### config.mk
export PLATFORM = sky130hd
export DESIGN_NAME = adcctl_top
export DESIGN_NICKNAME = d
export VERILOG_FILES = /design/src/rtl/adcctl_pkg.sv /design/src/rtl/adcctl_edge_sync.sv /design/src/rtl/adcctl_power.sv /design/src/rtl/adcctl_sequencer.sv /design/src/rtl/adcctl_shifter.sv /design/src/rtl/adcctl_top.sv
export SDC_FILE = /design/constraint.sdc
export NUM_CORES = 1
export LEC_CHECK = 0
export BUFFER_PORTS_ARGS = -buffer_cell sky130_fd_sc_hd__buf_2
export CAP_MARGIN = 20
export CORE_MARGIN = 2
export CORE_UTILIZATION = 40
export DETAILED_ROUTE_END_ITERATION = 7
export PLACE_DENSITY = 0.59
export REMOVE_ABC_BUFFERS = 1
export SKIP_LAST_GASP = 1
export SYNTH_ARGS = -nofsm -noshare
export SYNTH_HDL_FRONTEND = slang
export SYNTH_SLANG_ARGS = --single-unit
### constraint.sdc
create_clock -name clk -period 3.18 [get_ports clk]
set_clock_uncertainty 0.15 [all_clocks]
set_input_delay 0.318 -clock clk [delete_from_list [all_inputs] [get_ports clk]]
set_output_delay 0.318 -clock clk [all_outputs]
set_load 0.02 [all_outputs]
### src/rtl/adcctl_pkg.sv
package adcctl_pkg;
  typedef enum logic [1:0] {
    PWR_RUN   = 2'd0,
    PWR_NAP   = 2'd1,
    PWR_SLEEP = 2'd2
  } pwr_e;
endpackage

### src/rtl/adcctl_edge_sync.sv
module adcctl_edge_sync #(
  parameter int STAGES = 2
) (
  input  logic clk,
  input  logic rst,
  input  logic din,
  output logic rise
);
  logic [STAGES:0] chain;

  always_ff @(posedge clk) begin
    if (rst) chain <= '0;
    else     chain <= {chain[STAGES-1:0], din};
  end

  // chain[STAGES-1] is the synchronised level, chain[STAGES] its previous value
  assign rise = chain[STAGES-1] & ~chain[STAGES];
endmodule

### src/rtl/adcctl_power.sv
module adcctl_power
  import adcctl_pkg::*;
#(
  parameter int NAP_PULSES   = 2,
  parameter int SLEEP_PULSES = 4
) (
  input  logic clk,
  input  logic rst,
  input  logic conv_rise,
  input  logic sck_rise,
  output pwr_e pwr,
  output logic conv_go,
  output logic sck_go,
  output logic cancel
);
  localparam int CNT_W = $clog2(SLEEP_PULSES + 1);
  localparam logic [CNT_W-1:0] NAP_C   = CNT_W'(NAP_PULSES);
  localparam logic [CNT_W-1:0] SLEEP_C = CNT_W'(SLEEP_PULSES);

  logic [CNT_W-1:0] cnt, cnt_n;
  logic             wake_armed;

  assign cnt_n   = (cnt == SLEEP_C) ? cnt : cnt + 1'b1;
  assign conv_go = conv_rise && (pwr == PWR_RUN) && (cnt_n < NAP_C);
  assign cancel  = conv_rise && (pwr == PWR_RUN) && (cnt_n >= NAP_C);
  assign sck_go  = sck_rise && !conv_rise && (pwr == PWR_RUN);

  always_ff @(posedge clk) begin
    if (rst) begin
      pwr        <= PWR_RUN;
      cnt        <= '0;
      wake_armed <= 1'b0;
    end else if (conv_rise) begin
      cnt <= cnt_n;
      case (pwr)
        PWR_RUN: begin
          if (cnt_n >= SLEEP_C)    pwr <= PWR_SLEEP;
          else if (cnt_n >= NAP_C) pwr <= PWR_NAP;
          wake_armed <= 1'b0;
        end
        PWR_NAP: begin
          wake_armed <= 1'b1;
          if (cnt_n >= SLEEP_C) pwr <= PWR_SLEEP;
        end
        default: pwr <= PWR_SLEEP;
      endcase
    end else if (sck_rise) begin
      cnt <= '0;
      case (pwr)
        PWR_SLEEP: pwr <= PWR_RUN;
        PWR_NAP: if (wake_armed) begin
          pwr        <= PWR_RUN;
          wake_armed <= 1'b0;
        end
        default: ;
      endcase
    end
  end
endmodule

### src/rtl/adcctl_sequencer.sv
module adcctl_sequencer #(
  parameter int DATA_W     = 14,
  parameter int CONV_STEPS = 14
) (
  input  logic              clk,
  input  logic              rst,
  input  logic              conv_go,
  input  logic              sck_go,
  input  logic              cancel,
  input  logic [DATA_W-1:0] din,
  output logic              hold,
  output logic [DATA_W-1:0] result
);
  localparam int STEP_W = $clog2(CONV_STEPS + 1);
  localparam logic [STEP_W-1:0] LAST_STEP = STEP_W'(CONV_STEPS - 1);

  logic [STEP_W-1:0] step;

  always_ff @(posedge clk) begin
    if (rst) begin
      hold   <= 1'b0;
      step   <= '0;
      result <= '0;
    end else if (cancel) begin
      hold <= 1'b0;
      step <= '0;
    end else if (conv_go) begin
      hold <= 1'b1;
      step <= '0;
    end else if (sck_go && hold) begin
      if (step == LAST_STEP) begin
        hold   <= 1'b0;
        step   <= '0;
        result <= din;
      end else begin
        step <= step + 1'b1;
      end
    end
  end
endmodule

### src/rtl/adcctl_shifter.sv
module adcctl_shifter #(
  parameter int DATA_W = 14
) (
  input  logic              clk,
  input  logic              rst,
  input  logic              conv_go,
  input  logic              sck_go,
  input  logic              cancel,
  input  logic [DATA_W-1:0] word,
  output logic              sdo,
  output logic              sdo_en
);
  localparam int BIT_W = $clog2(DATA_W);
  localparam logic [BIT_W-1:0] LAST_BIT = BIT_W'(DATA_W - 1);

  logic [DATA_W-1:0] shreg;
  logic [BIT_W-1:0]  bitc;
  logic              armed;

  always_ff @(posedge clk) begin
    if (rst) begin
      shreg  <= '0;
      bitc   <= '0;
      armed  <= 1'b0;
      sdo    <= 1'b0;
      sdo_en <= 1'b0;
    end else if (cancel) begin
      armed  <= 1'b0;
      sdo    <= 1'b0;
      sdo_en <= 1'b0;
    end else if (conv_go) begin
      shreg  <= word;
      bitc   <= '0;
      armed  <= 1'b1;
      sdo    <= 1'b0;
      sdo_en <= 1'b0;
    end else if (sck_go) begin
      if (armed) begin
        armed  <= 1'b0;
        sdo_en <= 1'b1;
        sdo    <= shreg[DATA_W-1];
        shreg  <= shreg << 1;
        bitc   <= '0;
      end else if (sdo_en) begin
        if (bitc == LAST_BIT) begin
          sdo_en <= 1'b0;
          sdo    <= 1'b0;
        end else begin
          bitc  <= bitc + 1'b1;
          sdo   <= shreg[DATA_W-1];
          shreg <= shreg << 1;
        end
      end
    end
  end
endmodule

### src/rtl/adcctl_top.sv
module adcctl_top
  import adcctl_pkg::*;
#(
  parameter int DATA_W       = 14,
  parameter int CONV_STEPS   = 14,
  parameter int SYNC_STAGES  = 2,
  parameter int NAP_PULSES   = 2,
  parameter int SLEEP_PULSES = 4
) (
  input  logic              clk,
  input  logic              rst,
  input  logic              conv_in,
  input  logic              sck_in,
  input  logic [DATA_W-1:0] quant_data,
  output logic              sdo,
  output logic              sdo_en,
  output logic              hold,
  output logic              nap,
  output logic              sleep
);
  logic              conv_rise, sck_rise;
  logic              conv_go, sck_go, cancel;
  logic [DATA_W-1:0] result;
  pwr_e              pwr;

  adcctl_edge_sync #(.STAGES(SYNC_STAGES)) u_conv_sync (
    .clk(clk), .rst(rst), .din(conv_in), .rise(conv_rise));

  adcctl_edge_sync #(.STAGES(SYNC_STAGES)) u_sck_sync (
    .clk(clk), .rst(rst), .din(sck_in), .rise(sck_rise));

  adcctl_power #(.NAP_PULSES(NAP_PULSES), .SLEEP_PULSES(SLEEP_PULSES)) u_power (
    .clk(clk), .rst(rst), .conv_rise(conv_rise), .sck_rise(sck_rise),
    .pwr(pwr), .conv_go(conv_go), .sck_go(sck_go), .cancel(cancel));

  adcctl_sequencer #(.DATA_W(DATA_W), .CONV_STEPS(CONV_STEPS)) u_seq (
    .clk(clk), .rst(rst), .conv_go(conv_go), .sck_go(sck_go), .cancel(cancel),
    .din(quant_data), .hold(hold), .result(result));

  adcctl_shifter #(.DATA_W(DATA_W)) u_shift (
    .clk(clk), .rst(rst), .conv_go(conv_go), .sck_go(sck_go), .cancel(cancel),
    .word(result), .sdo(sdo), .sdo_en(sdo_en));

  assign nap   = (pwr == PWR_NAP);
  assign sleep = (pwr == PWR_SLEEP);
endmodule

### After elaboration in Yosys (flattened, before gate mapping)

Cells that the tools add are included.

| word-level totals | value |
|---|---|
| bits in registers | 52 |
| output and inout port bits | 5 |
| word-level logic and storage cells | 96 |

| operators by class | value |
|---|---|
| add/sub/neg operators | 3 |
| order comparisons | 3 |
| eq/ne operators | 9 |
| mux-type cells | 37 |
| bitwise operators | 6 |
| reductions and logical operators | 25 |

Operators by type and width:

| operator | count |
|---|---|
| $mux 14 | 5 |
| $mux 4 | 6 |
| $mux 1 | 14 |
| $reduce_bool 2->1 | 7 |
| $mux 2 | 6 |
| $mux 3 | 3 |
| $add 4x1->4 const B | 2 |
| $eq 4x4->1 const B | 2 |
| $pmux 2 s2 | 2 |
| $reduce_and 4->1 | 2 |
| $logic_and 1x1->1 | 6 |
| $reduce_bool 3->1 | 2 |
| $reduce_and 5->1 | 1 |
| $ne 4x4->1 const B | 1 |
| $not 1->1 | 4 |
| $reduce_and 2->1 | 2 |
| $add 3x1->3 const B | 1 |
| $eq 3x3->1 const B | 1 |
| $ge 3x2->1 const B | 1 |
| $ge 3x3->1 const B | 1 |
| $lt 3x2->1 const B | 1 |
| $ne 3x1->1 const B | 1 |
| $ne 3x2->1 const B | 1 |
| $ne 3x3->1 const B | 1 |
| 9 further kinds | 10 |

### Depth between registers and ports, before layout

Gate-level depths: netlist of the first run.

| logic depth | value |
|---|---|
| word-level depth | 8 |
| gate-level depth with buffers | 8 |
| depth with buffers taken out | 6 |

### By module

A second synthesis of the first run with hierarchy kept.

| unflattened totals | value |
|---|---|
| cell total of the unflattened synthesis | 259 |
| area, all modules | 2522.4 sq um |

By module, submodules not included:

| module | instances | cells each | area each (sq um) |
|---|---|---|---|
| adcctl_shifter | 1 | 112 | 1088.5 |
| adcctl_sequencer | 1 | 87 | 883.3 |
| adcctl_power | 1 | 44 | 360.3 |
| adcctl_edge_sync | 2 | 7 | 87.6 |
| adcctl_top | 1 | 2 | 15.0 |

### Least setup slack after synthesis of the first run

No wires, ideal clock.

| timing | value |
|---|---|
| kind | flip-flop to flip-flop |
| start point | register u_shift.bitc[1] |
| end point | register u_shift.bitc[1] |
| library setup time | 70 ps |
| arrival time | 1939 ps |
| required time | 2960 ps |
| slack | 1021 ps |
| stages on the path, launching flop included | 8 |
| clock period less this slack | 2159 ps |
| path through | dfxtp_1 -> inv_1 -> ha_1 -> and4b_4 -> or4b_4 -> buf_6 -> or4_1 -> a21oi_1 |

| on the way | value |
|---|---|
| word-level cells in the longest chain between the ends | 6 |
| elaborated cells between the ends (all ways) | 9 |

Ends and longest elaborated chain:

| what | RTL line | text |
|---|---|---|
| start: declaration | adcctl_shifter.sv:17 | `logic [BIT_W-1:0] bitc;` |
| start signal: assignment | adcctl_shifter.sv:49 | `bitc <= bitc + 1'b1;` |
| $add 4x1->4 | adcctl_shifter.sv:49 |  |
| $mux 4 | adcctl_shifter.sv:45 | `if (bitc == LAST_BIT) begin` |
| $mux 4 | adcctl_shifter.sv:44 | `end else if (sdo_en) begin` |
| $mux 4 | adcctl_shifter.sv:38 | `if (armed) begin` |
| $mux 4 | adcctl_shifter.sv:37 | `end else if (sck_go) begin` |
| $mux 4 | adcctl_shifter.sv:31 | `end else if (conv_go) begin` |

Parallel ways exist; a longest one is shown, timed or not. The select of a mux whose other input is x is not followed.
A chain may end at the register's enable or synchronous reset.

### Final worst setup path of the first run

| timing | value |
|---|---|
| start point | register u_power.pwr[0] |
| end point | register u_shift.shreg[8] |

| on the way | value |
|---|---|
| word-level cells in the longest chain between the ends | 5 |
| elaborated cells between the ends (all ways) | 11 |

Ends and longest elaborated chain:

| what | RTL line | text |
|---|---|---|
| start: declaration | adcctl_power.sv:11 | `output pwr_e pwr,` |
| start signal: assignment | adcctl_power.sv:30 | `pwr <= PWR_RUN;` |
| start signal: assignment | adcctl_power.sv:37 | `if (cnt_n >= SLEEP_C) pwr <= PWR_SLEEP;` |
| start signal: assignment | adcctl_power.sv:38 | `else if (cnt_n >= NAP_C) pwr <= PWR_NAP;` |
| $logic_not 2->1 * | adcctl_power.sv:24, adcctl_power.sv:25, adcctl_power.sv:26 |  |
| $logic_and 1x1->1 | adcctl_power.sv:24, adcctl_power.sv:25 |  |
| $logic_and 1x1->1 (on tied branches) | adcctl_power.sv:24, adcctl_power.sv:25 |  |
| $ne 3x2->1 (no source line), or another cell as far along | -- |  |
| $reduce_and 4->1 (no source line) | -- |  |
| end signal: assignment | adcctl_shifter.sv:32 | `shreg <= word;` |
| end signal: assignment | adcctl_shifter.sv:42 | `shreg <= shreg << 1;` |
| end signal: assignment | adcctl_shifter.sv:51 | `shreg <= shreg << 1;` |
| end: declaration | adcctl_shifter.sv:16 | `logic [DATA_W-1:0] shreg;` |

Mark *: on every way between the ends. The rest lies on a longest branch, timed or not.

==> results.sh, run 1 <==
export IMPL_status="complete, no violations"
export IMPL_grt_ovfl_total=0
export IMPL_drive_gt1_share_pct=13.72
export IMPL_grt_use_total_pct=15.27
export IMPL_clk_path_buf_depth=2
export IMPL_cellPowerDensity_nw_per_um2=433.0
export IMPL_netlist_area_um2=2409
export IMPL_detail_route_drc_violations=0
export IMPL_ir_drop_mv=0.2695
export IMPL_ant_nets=0
export IMPL_io_buffers=22
export IMPL_ys_warn_count=0
export IMPL_r2r_slack_ps=820
export IMPL_wl_per_cell_um=13.13
export IMPL_initial_core_util_pct=40.92
export IMPL_drt_total_wl_mm=4.620
export IMPL_mostFrequentLayoutCells="52 x dfxtp_1, 33 x nand2b_1, 22 x buf_2"
export IMPL_path_cells="inv_1 -> ha_1 -> nand3b_1 -> a211o_1 -> buf_4 -> o21a_1 -> a211oi_1"
export IMPL_cts_hold_buf=0
export IMPL_p_leak_nw=0.9446
export IMPL_ctsHtreeMaxLevel=2
export IMPL_die_area_um2=6658
export IMPL_coreArea_um2=5886
export IMPL_timing_worst_slew_pin_value_ps=639.7
export IMPL_ys_seq_area_share_pct=43.22
export IMPL_cellInternalPower_mw=0.8831
export IMPL_gp_congestion=0.7781
export IMPL_postCtsSetupBuffers=0
export IMPL_first_global_vias=1804
export IMPL_switching_power_mw=0.2737
export IMPL_syn_avg_cell_area_um2=9.299
export IMPL_area_delta_synth_final_pct=10.91
export IMPL_n_antenna_cell=0
export IMPL_cp_required_ps=3240
export IMPL_synthFlopType="dfxtp_1"
export IMPL_cp_data_arrival_time_ps=2420
export IMPL_cpMaxStageDelayCell="a211o_1"
export IMPL_cts_sinks=52
export IMPL_async_flop_share_pct=0
export IMPL_final_nets=301
export IMPL_max_slew_margin_rel_pct=57.19
export IMPL_max_freq_mhz=423.4
export IMPL_dp_hpwl_mm=3.015
export IMPL_pwr_share_clk_pct=33.7
export IMPL_path_max_fanout=18
export IMPL_ys_seq_elements=52
export IMPL_vias=1827
export IMPL_setup_violations=0
export IMPL_comb_power_share_pct=7.9
export IMPL_postSynthCellCount=259
export IMPL_utilization_pct=45.39
export IMPL_die_h_um=81.60
export IMPL_setup_ws_ps=818.4
export IMPL_antenna_found_initial=0
export IMPL_row_count=28
export IMPL_grt_pass1_wl_mm=8.045
export IMPL_cts_root_buf="clkbuf_8"
export IMPL_finalCriticalPeriod_ps=2362
export IMPL_synth_distinct_cells=42
export IMPL_cts_buffers=5
export IMPL_hold_violations=0
export IMPL_place_ws_ps=832.9
export IMPL_setup_worst_path_end_class="flop"
export IMPL_drt_iter0_drc=72
export IMPL_cap_viol_max_count=0
export IMPL_die_x_um=81.60
export IMPL_clkSlewWorstSetupHoldPaths_ps=90
export IMPL_tns_ps=0
export IMPL_switching_share_pct=23.66
export IMPL_cts_tree="yes"
export IMPL_cp_start_kind="flop"
export IMPL_clk_latency_ps=300
export IMPL_hp_class="input pin to flop"
export IMPL_grt_max_degree=38
export IMPL_synth_edff_count=0
export IMPL_finalCritPeriodShare_pct=74.26
export IMPL_critical_path_class="flop to flop"
export IMPL_io_pins=23
export IMPL_final_common_cell="dfxtp_1"
export IMPL_seqPwrFrac_pct=58.4
export IMPL_rsz0062_at_grt="no"
export IMPL_slew_viol_final=0
export IMPL_dr_pass1_iters=4
export IMPL_slowest_delay_ps=340
export IMPL_cts_resized=0
export IMPL_drt_vias_per_instance=5.190
[synth_stat cells, drive strengths merged, types with 2 or more instances]
cell type	n	area (um^2)
buf	6	40.03
nor2b	10	62.56
nand2	9	33.78
and3	2	12.51
nor3	2	10.01
o32ai	14	122.6
mux2i	15	150.1
or4	4	30.03
nand4	3	18.77
nand3	5	25.02
o21ai	6	30.03
dfxtp	52	1041
nand3b	3	22.52
a21oi	9	45.04
nor2	11	41.29
clkbuf	10	37.54
a31oi	4	25.02
inv	20	75.07
nand2b	33	206.5
ha	7	87.58
a211oi	16	120.1
[worst paths after layout]
path	from	end	cells past startpoint
worst max-delay path	u_power.pwr[0]	u_shift.shreg[8]	7
worst min-delay path	sck_in	u_sck_sync.chain[0]	2
worst max register to register	u_power.pwr[0]	u_shift.shreg[8]	7
worst min register to register	u_sck_sync.chain[0]	u_sck_sync.chain[1]	1
[metal layers]
| metal | GRT usage [%] | vias to the layer above | part of all wire [%] |
|---|---|---|---|
| li1 | - | 959 | - |
| met1 | 19.82 | 842 | 52 |
| met2 | 25.57 | 21 | 45 |
| met3 | 2.967 | 5 | 2.6 |
| met4 | 4.833 | 0 | 0.95 |
| met5 | 0 | - | 0 |
[kinds of logic after synthesis]
kind of cell	Yosys count	share of synthesized area (%)
DFF	52	43.22
buffers and inverters	36	6.337
and+or+nand+nor	88	21.92
xor gates and xnor gates	1	0.3637
muxes	15	6.234
adders and majority gates	7	3.636
AOI/OAI and AO/OA	60	18.29
[through the flow]
| stage | cell area (um^2) | hold slack [ps] | std cells | total power, mW |
|---|---|---|---|---|
| after detailed placement | 2577 | 271.8 | 344 | 0.7834 |
| after global placement | 2566 | 273.5 | 343 | 0.7806 |
| after CTS | 2671 | 69.88 | 352 | 1.174 |
| after global routing | 2671 | 79.58 | 352 | 1.210 |
| final | 2671 | 79.65 | 352 | 1.157 |
| after floorplan | 2331 | 237.1 | 243 | 0.7440 |
[registers in the layout, summed over array words and instances, names as in the netlist]
signal and cells:
u_shift.sdo_en 1, u_seq.result 14, u_shift.armed 1, u_sck_sync.chain 3, u_power.cnt 3, u_shift.sdo 1, u_shift.bitc 4, u_conv_sync.chain 3
u_seq.hold 1, u_shift.shreg 14, u_seq.step 4, u_power.pwr 2, u_power.wake_armed 1
[final cells by class]
class | instances | area, um^2
clock buffers | 7 | 86.33
clock inverters | 1 | 7.507
inverters | 20 | 75.07
well taps | 75 | 93.84
repair buffers | 26 | 143.9
flip-flops and latches | 52 | 1041
fillers | 594 | 3214
multi-input cells | 171 | 1224
[power groups by stage]
stage	Sequential (mW)	Clock (mW)	Combinational [mW]
2_1_floorplan	0.689	0	0.0545
3_3_place_gp	0.691	0	0.0898
3_5_place_dp	0.691	0	0.0925
4_1_cts	0.676	0.406	0.0926
5_1_grt	0.679	0.428	0.103
6_report	0.676	0.389	0.0918
[worst max-delay path, delay by kind of cell, from the launching register on]
family                     cells  cell delay (ps)
AOI/OAI and AO/OA              3              920
adders and majority gates      1              320
buffers and inverters          2              300
DFF                            1              320
and+or+nand+nor                1              250
No activity file was read; power rests on OpenSTA's default activity.
==> inputs of run 2 (changes only) <==
--- a/config.mk
+++ b/config.mk
@@ -5,12 +5,13 @@
 export SDC_FILE = /design/constraint.sdc
 export NUM_CORES = 1
 export LEC_CHECK = 0
+export ABC_AREA = 1
 export BUFFER_PORTS_ARGS = -buffer_cell sky130_fd_sc_hd__buf_2
 export CAP_MARGIN = 20
 export CORE_MARGIN = 2
 export CORE_UTILIZATION = 40
 export DETAILED_ROUTE_END_ITERATION = 7
-export PLACE_DENSITY = 0.59
+export PLACE_DENSITY = 0.58
 export REMOVE_ABC_BUFFERS = 1
 export SKIP_LAST_GASP = 1
 export SYNTH_ARGS = -nofsm -noshare
==> constraint.sdc (replaced) <==
create_clock -name clk -period 2.35 [get_ports clk]
set_clock_uncertainty 0.15 [all_clocks]
set_input_delay 0.235 -clock clk [delete_from_list [all_inputs] [get_ports clk]]
set_output_delay 0.235 -clock clk [all_outputs]
set_load 0.02 [all_outputs]
==> results.sh, run 2 <==
export IMPL_status="complete, no violations"
export IMPL_mostFrequentLayoutCells="96 x nand2_1, 52 x dfxtp_1, 46 x nor2_1"
export IMPL_clk_latency_ps=310
export IMPL_rr_endpoint="u_shift.shreg[8]"
export IMPL_seqPwrFrac_pct=56.1
export IMPL_cellInternalPower_mw=1.214
export IMPL_async_flop_share_pct=0
export IMPL_n_antenna_cell=0
export IMPL_dp_hpwl_mm=3.895
export IMPL_postSynthCellCount=361
export IMPL_crit_top_cell="nand2_1"
export IMPL_synth_fa_ha_area_share_pct=3.426
export IMPL_slowest_delay_ps=410
export IMPL_ys_seq_elements=52
export IMPL_switching_share_pct=26.05
export IMPL_detail_route_drc_violations=0
export IMPL_yosys_top_cells_count="96 x nand2_1, 52 x dfxtp_1, 46 x nor2_1"
export IMPL_cp_start_kind="flop"
export IMPL_hp_class="input pin to flop"
export IMPL_cap_viol_max_count=0
export IMPL_path_max_fanout=16
export IMPL_rsz0062_at_grt="no"
export IMPL_setup_worst_path_end_class="flop"
export IMPL_max_freq_mhz=471.8
export IMPL_die_h_um=83.94
export IMPL_muxShareOfSynthArea_pct=0
export IMPL_syn_avg_cell_area_um2=7.081
export IMPL_ctsHtreeMaxLevel=2
export IMPL_grt_pass1_wl_mm=9.577
export IMPL_worst_path_buf_inv=2
export IMPL_dr_pass1_iters=4
export IMPL_row_count=29
export IMPL_holdCritStartpoint="quant_data[11]"
export IMPL_synth_area_leaders="dfxtp_1 41%, nand2_1 14%, nor2_1 6.8%"
export IMPL_drt_vias_per_instance=4.769
export IMPL_final_common_cell="nand2_1"
export IMPL_ant_nets=0
export IMPL_synth_top_area_cell="dfxtp_1"
export IMPL_hold_violations=0
export IMPL_cp_top_family="simple AND/OR/NAND/NOR gates"
export IMPL_cts_sinks=52
export IMPL_cts_resized=0
export IMPL_cpMaxStageDelayCell="dfxtp_1"
export IMPL_io_buffers=22
export IMPL_ys_seq_area_share_pct=40.72
export IMPL_gp_congestion=0.8181
export IMPL_wl_per_cell_um=11.83
export IMPL_first_global_vias=2040
export IMPL_cellPowerDensity_nw_per_um2=575.2
export IMPL_rr_worst_depth=11
export IMPL_cp_required_ps=2410
export IMPL_critical_path_class="flop to flop"
export IMPL_ys_warn_count=0
export IMPL_io_pins=23
export IMPL_p_total_mw=1.642
export IMPL_ir_drop_mv=0.2617
export IMPL_biggestRegsByFlops="u_seq.result: 14 flops, u_shift.shreg: 14 flops"
export IMPL_finalCriticalPeriod_ps=2120
export IMPL_tns_ps=0
export IMPL_vias=2208
export IMPL_switching_power_mw=0.4277
export IMPL_cts_buffers=5
export IMPL_r2r_start="u_power.cnt[1]"
export IMPL_grt_use_total_pct=16.67
export IMPL_drt_total_wl_mm=5.475
export IMPL_r2r_slack_ps=230
export IMPL_pwr_share_clk_pct=33.3
export IMPL_antenna_found_initial=0
export IMPL_yosys_area_share_simple_pct=38.18
export IMPL_synthFlopType="dfxtp_1"
export IMPL_clkSlewWorstSetupHoldPaths_ps=100
export IMPL_synth_top_family_by_area="simple AND/OR/NAND/NOR gates"
export IMPL_die_area_um2=7046
export IMPL_cp_data_arrival_time_ps=2180
export IMPL_timing_worst_slew_pin_value_ps=428.1
export IMPL_grt_max_degree=28
export IMPL_final_nets=410
export IMPL_cts_root_buf="clkbuf_8"
export IMPL_clk_path_buf_depth=2
export IMPL_p_leak_nw=1.264
export IMPL_cts_tree="yes"
export IMPL_area_delta_synth_final_pct=11.65
export IMPL_die_x_um=83.94
export IMPL_min_path_cells=3
export IMPL_synth_distinct_cells=30
export IMPL_synthXorXnorAreaFrac_pct=0.3426
export IMPL_coreArea_um2=6277
export IMPL_synth_edff_count=0
export IMPL_drt_iter0_drc=112
export IMPL_drive_gt1_share_pct=14.51
export IMPL_comb_power_share_pct=10.6
export IMPL_path_cells="inv_1 -> ha_1 -> nand2_2 -> nand2_1 -> o21ai_4 -> nand3_4 -> buf_4 -> nand2_1 -> nand2_1 -> nor2_1 -> nor2_1"
export IMPL_slew_viol_final=0
export IMPL_finalCritPeriodShare_pct=90.19
export IMPL_grt_ovfl_total=0
export IMPL_max_slew_margin_rel_pct=71.35
export IMPL_synth_compound_area_share_pct=7.783
export IMPL_netlist_area_um2=2556
export IMPL_post_synth_top_count_cell="nand2_1"
export IMPL_initial_core_util_pct=40.72
export IMPL_min_to="u_seq.result[11]"
export IMPL_setup_violations=0
export IMPL_synth_top_cell_area_share_pct=40.72
==> run 2: cell types whose count changed after synthesis, moves of 16 or more <==
cell / before / now
a21oi_1: 9 / 25
nand2b_1: 33 / 0
nand3_1: 5 / 30
a211oi_1: 16 / 0
nand2_1: 9 / 96
nor2_1: 11 / 46
==> run 2: power by group through the flow <==
stage	Combinational [mW]	Clock, mW	Sequential (mW)
global placement	0.170	0	0.941
finish	0.173	0.547	0.921
CTS	0.175	0.567	0.922
floorplan	0.114	0	0.940
detailed placement	0.172	0	0.942
global route	0.199	0.604	0.926
==> run 2: cell families after synthesis <==
kind of cell,after synthesis
fa+ha+maj,7
flops,52
xor+xnor,1
buf+inv,55
simple gates,210
compound gates,36
==> run 2: area by class of cell <==
type	count	area (um^2)
Timing Repair Buffer	34	205.2
Tap cell	77	96.34
Fill cell	645	3423
Clock buffer	6	82.58
Multi-Input combinational cell	254	1271
Clock inverter	2	15.01
Inverter	38	142.6
Sequential cell	52	1041
==> run 2: repair_timing <==
item | in CTS | in global routing
setup endpoints to repair | 0 | 0
buffers inserted | 0 | 0
hold buffers | 2 | 0
endpoints found under the hold margin | 2 | 0
==> run 2: worst max-delay path by stage <==
stage	start	endpoint	slack, ps	cells past startpoint
floorplan	u_power.cnt[1]	u_shift.shreg[10]	230	10
global placement	u_power.cnt[1]	u_shift.shreg[12]	310	11
detailed placement	u_power.cnt[1]	u_shift.shreg[11]	240	11
CTS	u_power.cnt[1]	u_shift.shreg[11]	220	11
global route	u_power.cnt[1]	u_shift.shreg[4]	40	11
finish	u_power.cnt[1]	u_shift.shreg[8]	230	11
==> run 2: worst min-delay path: stages <==
cell     delay [ps]
buf_2           100
nand3_1          70
a21oi_1          60
==> run 2: metal layers <==
layer	track usage, %	vias to the layer above	share of wire, %	wire [um]
li1	-	1197	-	-
met3	3.264	4	4.3	238
met4	4.839	0	0.84	46
met1	23.75	968	51	2802
met5	0	-	0	0
met2	25.60	39	44	2388
==> run 2: stage by stage <==
stage / hold WS (ps) / util [%] / std cells / setup WS (ps) / area, um^2
final: 29.15 / 45.47 / 463 / 230.4 / 2854
after global routing: 37.01 / 45.47 / 463 / 41.36 / 2854
after CTS: 21.41 / 45.47 / 463 / 219.6 / 2854
after detailed placement: 250.3 / 43.59 / 453 / 244.9 / 2736
after global placement: 241.9 / 43.59 / 453 / 312.7 / 2736
after floorplan: 154.1 / - / 344 / 226.2 / 2455
==> inputs of run 3 (changes only) <==
--- a/config.mk
+++ b/config.mk
@@ -16,4 +16,5 @@
 export SKIP_LAST_GASP = 1
 export SYNTH_ARGS = -nofsm -noshare
 export SYNTH_HDL_FRONTEND = slang
+export SYNTH_HIERARCHICAL = 1
 export SYNTH_SLANG_ARGS = --single-unit
==> constraint.sdc (replaced) <==
create_clock -name clk -period 2.7 [get_ports clk]
set_clock_uncertainty 0.15 [all_clocks]
set_input_delay 0.27 -clock clk [delete_from_list [all_inputs] [get_ports clk]]
set_output_delay 0.27 -clock clk [all_outputs]
set_load 0.02 [all_outputs]
==> results.sh, run 3 <==
export IMPL_ir_drop_mv=0.2226
export IMPL_cts_sinks=52
export IMPL_dp_hpwl_mm=3.713
export IMPL_drt_iter0_drc=148
export IMPL_io_buffers=22
export IMPL_die_area_um2=7751
export IMPL_timing_worst_slew_pin_value_ps=516.7
export IMPL_final_common_cell="inv_1"
export IMPL_drt_met1_wl_mm=2.698
export IMPL_die_h_um=88.04
export IMPL_p_total_mw=1.404
export IMPL_synth_top_area_cell="dfxtp_1"
export IMPL_dr_pass1_iters=5
export IMPL_place_area_um2=2989
export IMPL_syn_avg_cell_area_um2=7.099
export IMPL_ys_seq_area_share_pct=36.85
export IMPL_die_x_um=88.04
export IMPL_clk_path_buf_depth=2
export IMPL_path_max_fanout=16
export IMPL_n_antenna_cell=0
export IMPL_postSynthCellCount=398
export IMPL_first_global_vias=2154
export IMPL_finalCritPeriodShare_pct=86.59
export IMPL_met2WireLength_mm=2.464
export IMPL_io_pins=23
export IMPL_ys_warn_count=6
export IMPL_cts_resized=0
export IMPL_mostFrequentLayoutCells="72 x inv_1, 62 x nand2_1, 58 x nor2_1"
export IMPL_ant_nets=0
export IMPL_synth_top_cell_area_share_pct=36.85
export IMPL_slowest_delay_ps=390
export IMPL_area_delta_synth_final_pct=8.902
export IMPL_drive_gt1_share_pct=18.66
export IMPL_cp_start_kind="flop"
export IMPL_top_layer_used="met4"
export IMPL_finalCriticalPeriod_ps=2338
export IMPL_row_count=30
export IMPL_post_synth_top_count_cell="inv_1"
export IMPL_ctsHtreeMaxLevel=2
export IMPL_synth_edff_count=0
export IMPL_antenna_found_initial=0
export IMPL_synthFlopType="dfxtp_1"
export IMPL_slew_viol_final=0
export IMPL_initial_core_util_pct=41.36
export IMPL_final_nets=439
export IMPL_place_ws_ps=366.1
export IMPL_netlist_area_um2=2825
export IMPL_dp_cells=506
export IMPL_synth_area_leaders="dfxtp_1 37%, inv_1 9.6%, nand2_1 8.2%"
export IMPL_tns_ps=0
export IMPL_cts_buffers=5
export IMPL_critical_path_class="flop to flop"
export IMPL_setup_worst_path_end_class="flop"
export IMPL_clkSlewWorstSetupHoldPaths_ps=90
export IMPL_cellPowerDensity_nw_per_um2=456.2
export IMPL_hp_class="input pin to flop"
export IMPL_max_freq_mhz=427.7
export IMPL_synth_distinct_cells=32
export IMPL_biggestRegsByFlops="u_seq/result: 14 flops, u_shift/shreg: 14 flops"
export IMPL_drt_total_wl_mm=5.343
export IMPL_ys_seq_elements=52
export IMPL_coreArea_um2=6832
export IMPL_status="complete, no violations"
export IMPL_cts_hold_buf=0
export IMPL_cpMaxStageDelayCell="dfxtp_1"
export IMPL_grt_pass1_wl_mm=9.694
export IMPL_setup_ws_ps=362.0
export IMPL_yosys_top_cells_count="72 x inv_1, 62 x nand2_1, 58 x nor2_1"
export IMPL_p_leak_nw=1.372
export IMPL_hold_violations=0
export IMPL_path_cells="inv_1 -> ha_1 -> nand2_2 -> nand3_4 -> nor2_2 -> nand2_2 -> inv_1 -> buf_4 -> mux2i_1 -> nand3_2 -> nand2_1 -> nor2_1"
export IMPL_cts_root_buf="clkbuf_8"
export IMPL_grt_use_total_pct=15.43
export IMPL_grt_ovfl_total=0
export IMPL_detail_route_drc_violations=0
export IMPL_cts_tree="yes"
export IMPL_stdcell_area_um2=3077
export IMPL_finalNonFillerCells=514
export IMPL_cp_required_ps=2760
export IMPL_grt_max_degree=35
export IMPL_postCtsSetupBuffers=0
export IMPL_vias=2343
export IMPL_clk_latency_ps=310
export IMPL_rsz0062_at_grt="no"
export IMPL_setup_violations=0
export IMPL_dr_wl_met3_um=139
export IMPL_gp_congestion=0.7958
export IMPL_cap_viol_max_count=0
export IMPL_wl_per_cell_um=10.39
export IMPL_async_flop_share_pct=0
export IMPL_cp_data_arrival_time_ps=2400
export IMPL_max_slew_margin_rel_pct=65.51
export IMPL_drt_vias_per_instance=4.558
## run 3: cell count changes after synthesis, moves of 6 or more
| cell | before | now |
|---|---|---|
| inv_1 | 33 | 72 |
| mux2i_1 | 0 | 13 |
| nand2_2 | 3 | 16 |
| a21oi_1 | 25 | 31 |
| nand2_1 | 96 | 62 |
| nand3b_1 | 13 | 0 |
| nand3_2 | 1 | 11 |
| nor2_1 | 46 | 58 |
| nand3_1 | 30 | 19 |
## run 3: report_power, final
group          internal (mW)  switching [mW]  leakage, nW
clock                  0.181           0.257       0.0479
sequential             0.789          0.0155        0.422
combinational         0.0620          0.0980        0.902
total                   1.03           0.371         1.37
## run 3: cell type report
cell class / instances / area, um^2
multi-input combinational: 252 / 1380
inverter: 78 / 292.8
sequential: 52 / 1041
clock buffer: 5 / 68.82
clock inverter: 3 / 18.77
timing repair buffer: 28 / 155.1
tap: 96 / 120.1
fill: 768 / 3755
## run 3: cell families after synthesis
kind of cell / share of synthesized area [%]
AO/OA/AOI/OAI: 7.529
flip-flops: 36.85
multiplexers: 4.606
adder cells (fa/ha/maj): 1.772
buffers and inverters: 14.30
AND/OR/NAND/NOR: 34.94
## run 3: critical path, delay by kind of cell (launching register included)
| family | cells | cell delay (ps) |
|---|---|---|
| adders and majority gates | 1 | 220 |
| buffers and inverters | 3 | 590 |
| DFF | 1 | 390 |
| muxes | 1 | 260 |
| and+or+nand+nor | 7 | 640 |
## run 3: metal layers
metal	vias up	global-route usage (%)
met3	4	2.828
met1	1042	21.02
met4	0	3.719
met5	-	0
met2	25	25.41
li1	1272	-
## run 3: path summary, 6_finish.rpt
| check | startpoint | endpoint | slack (ps) | cells after the start |
|---|---|---|---|---|
| worst min register to register | u_sck_sync/chain[0] | u_sck_sync/chain[1] | 270 | 2 |
| worst max register to register | u_power/cnt[0] | u_shift/shreg[6] | 360 | 12 |
| worst max-delay path | u_power/cnt[0] | u_shift/shreg[6] | 360 | 12 |
| worst min-delay path | conv_in | u_conv_sync/chain[0] | 20 | 3 |
## run 3: through the flow
| step | hold WS [ps] | util (%) |
|---|---|---|
| finish | 18.69 | 45.04 |
| global route | 14.83 | 45.04 |
| CTS | 6.899 | 45.04 |
| detailed placement | 254.8 | 43.75 |
| global placement | 242.8 | 43.75 |
| floorplan | 189.1 | - |
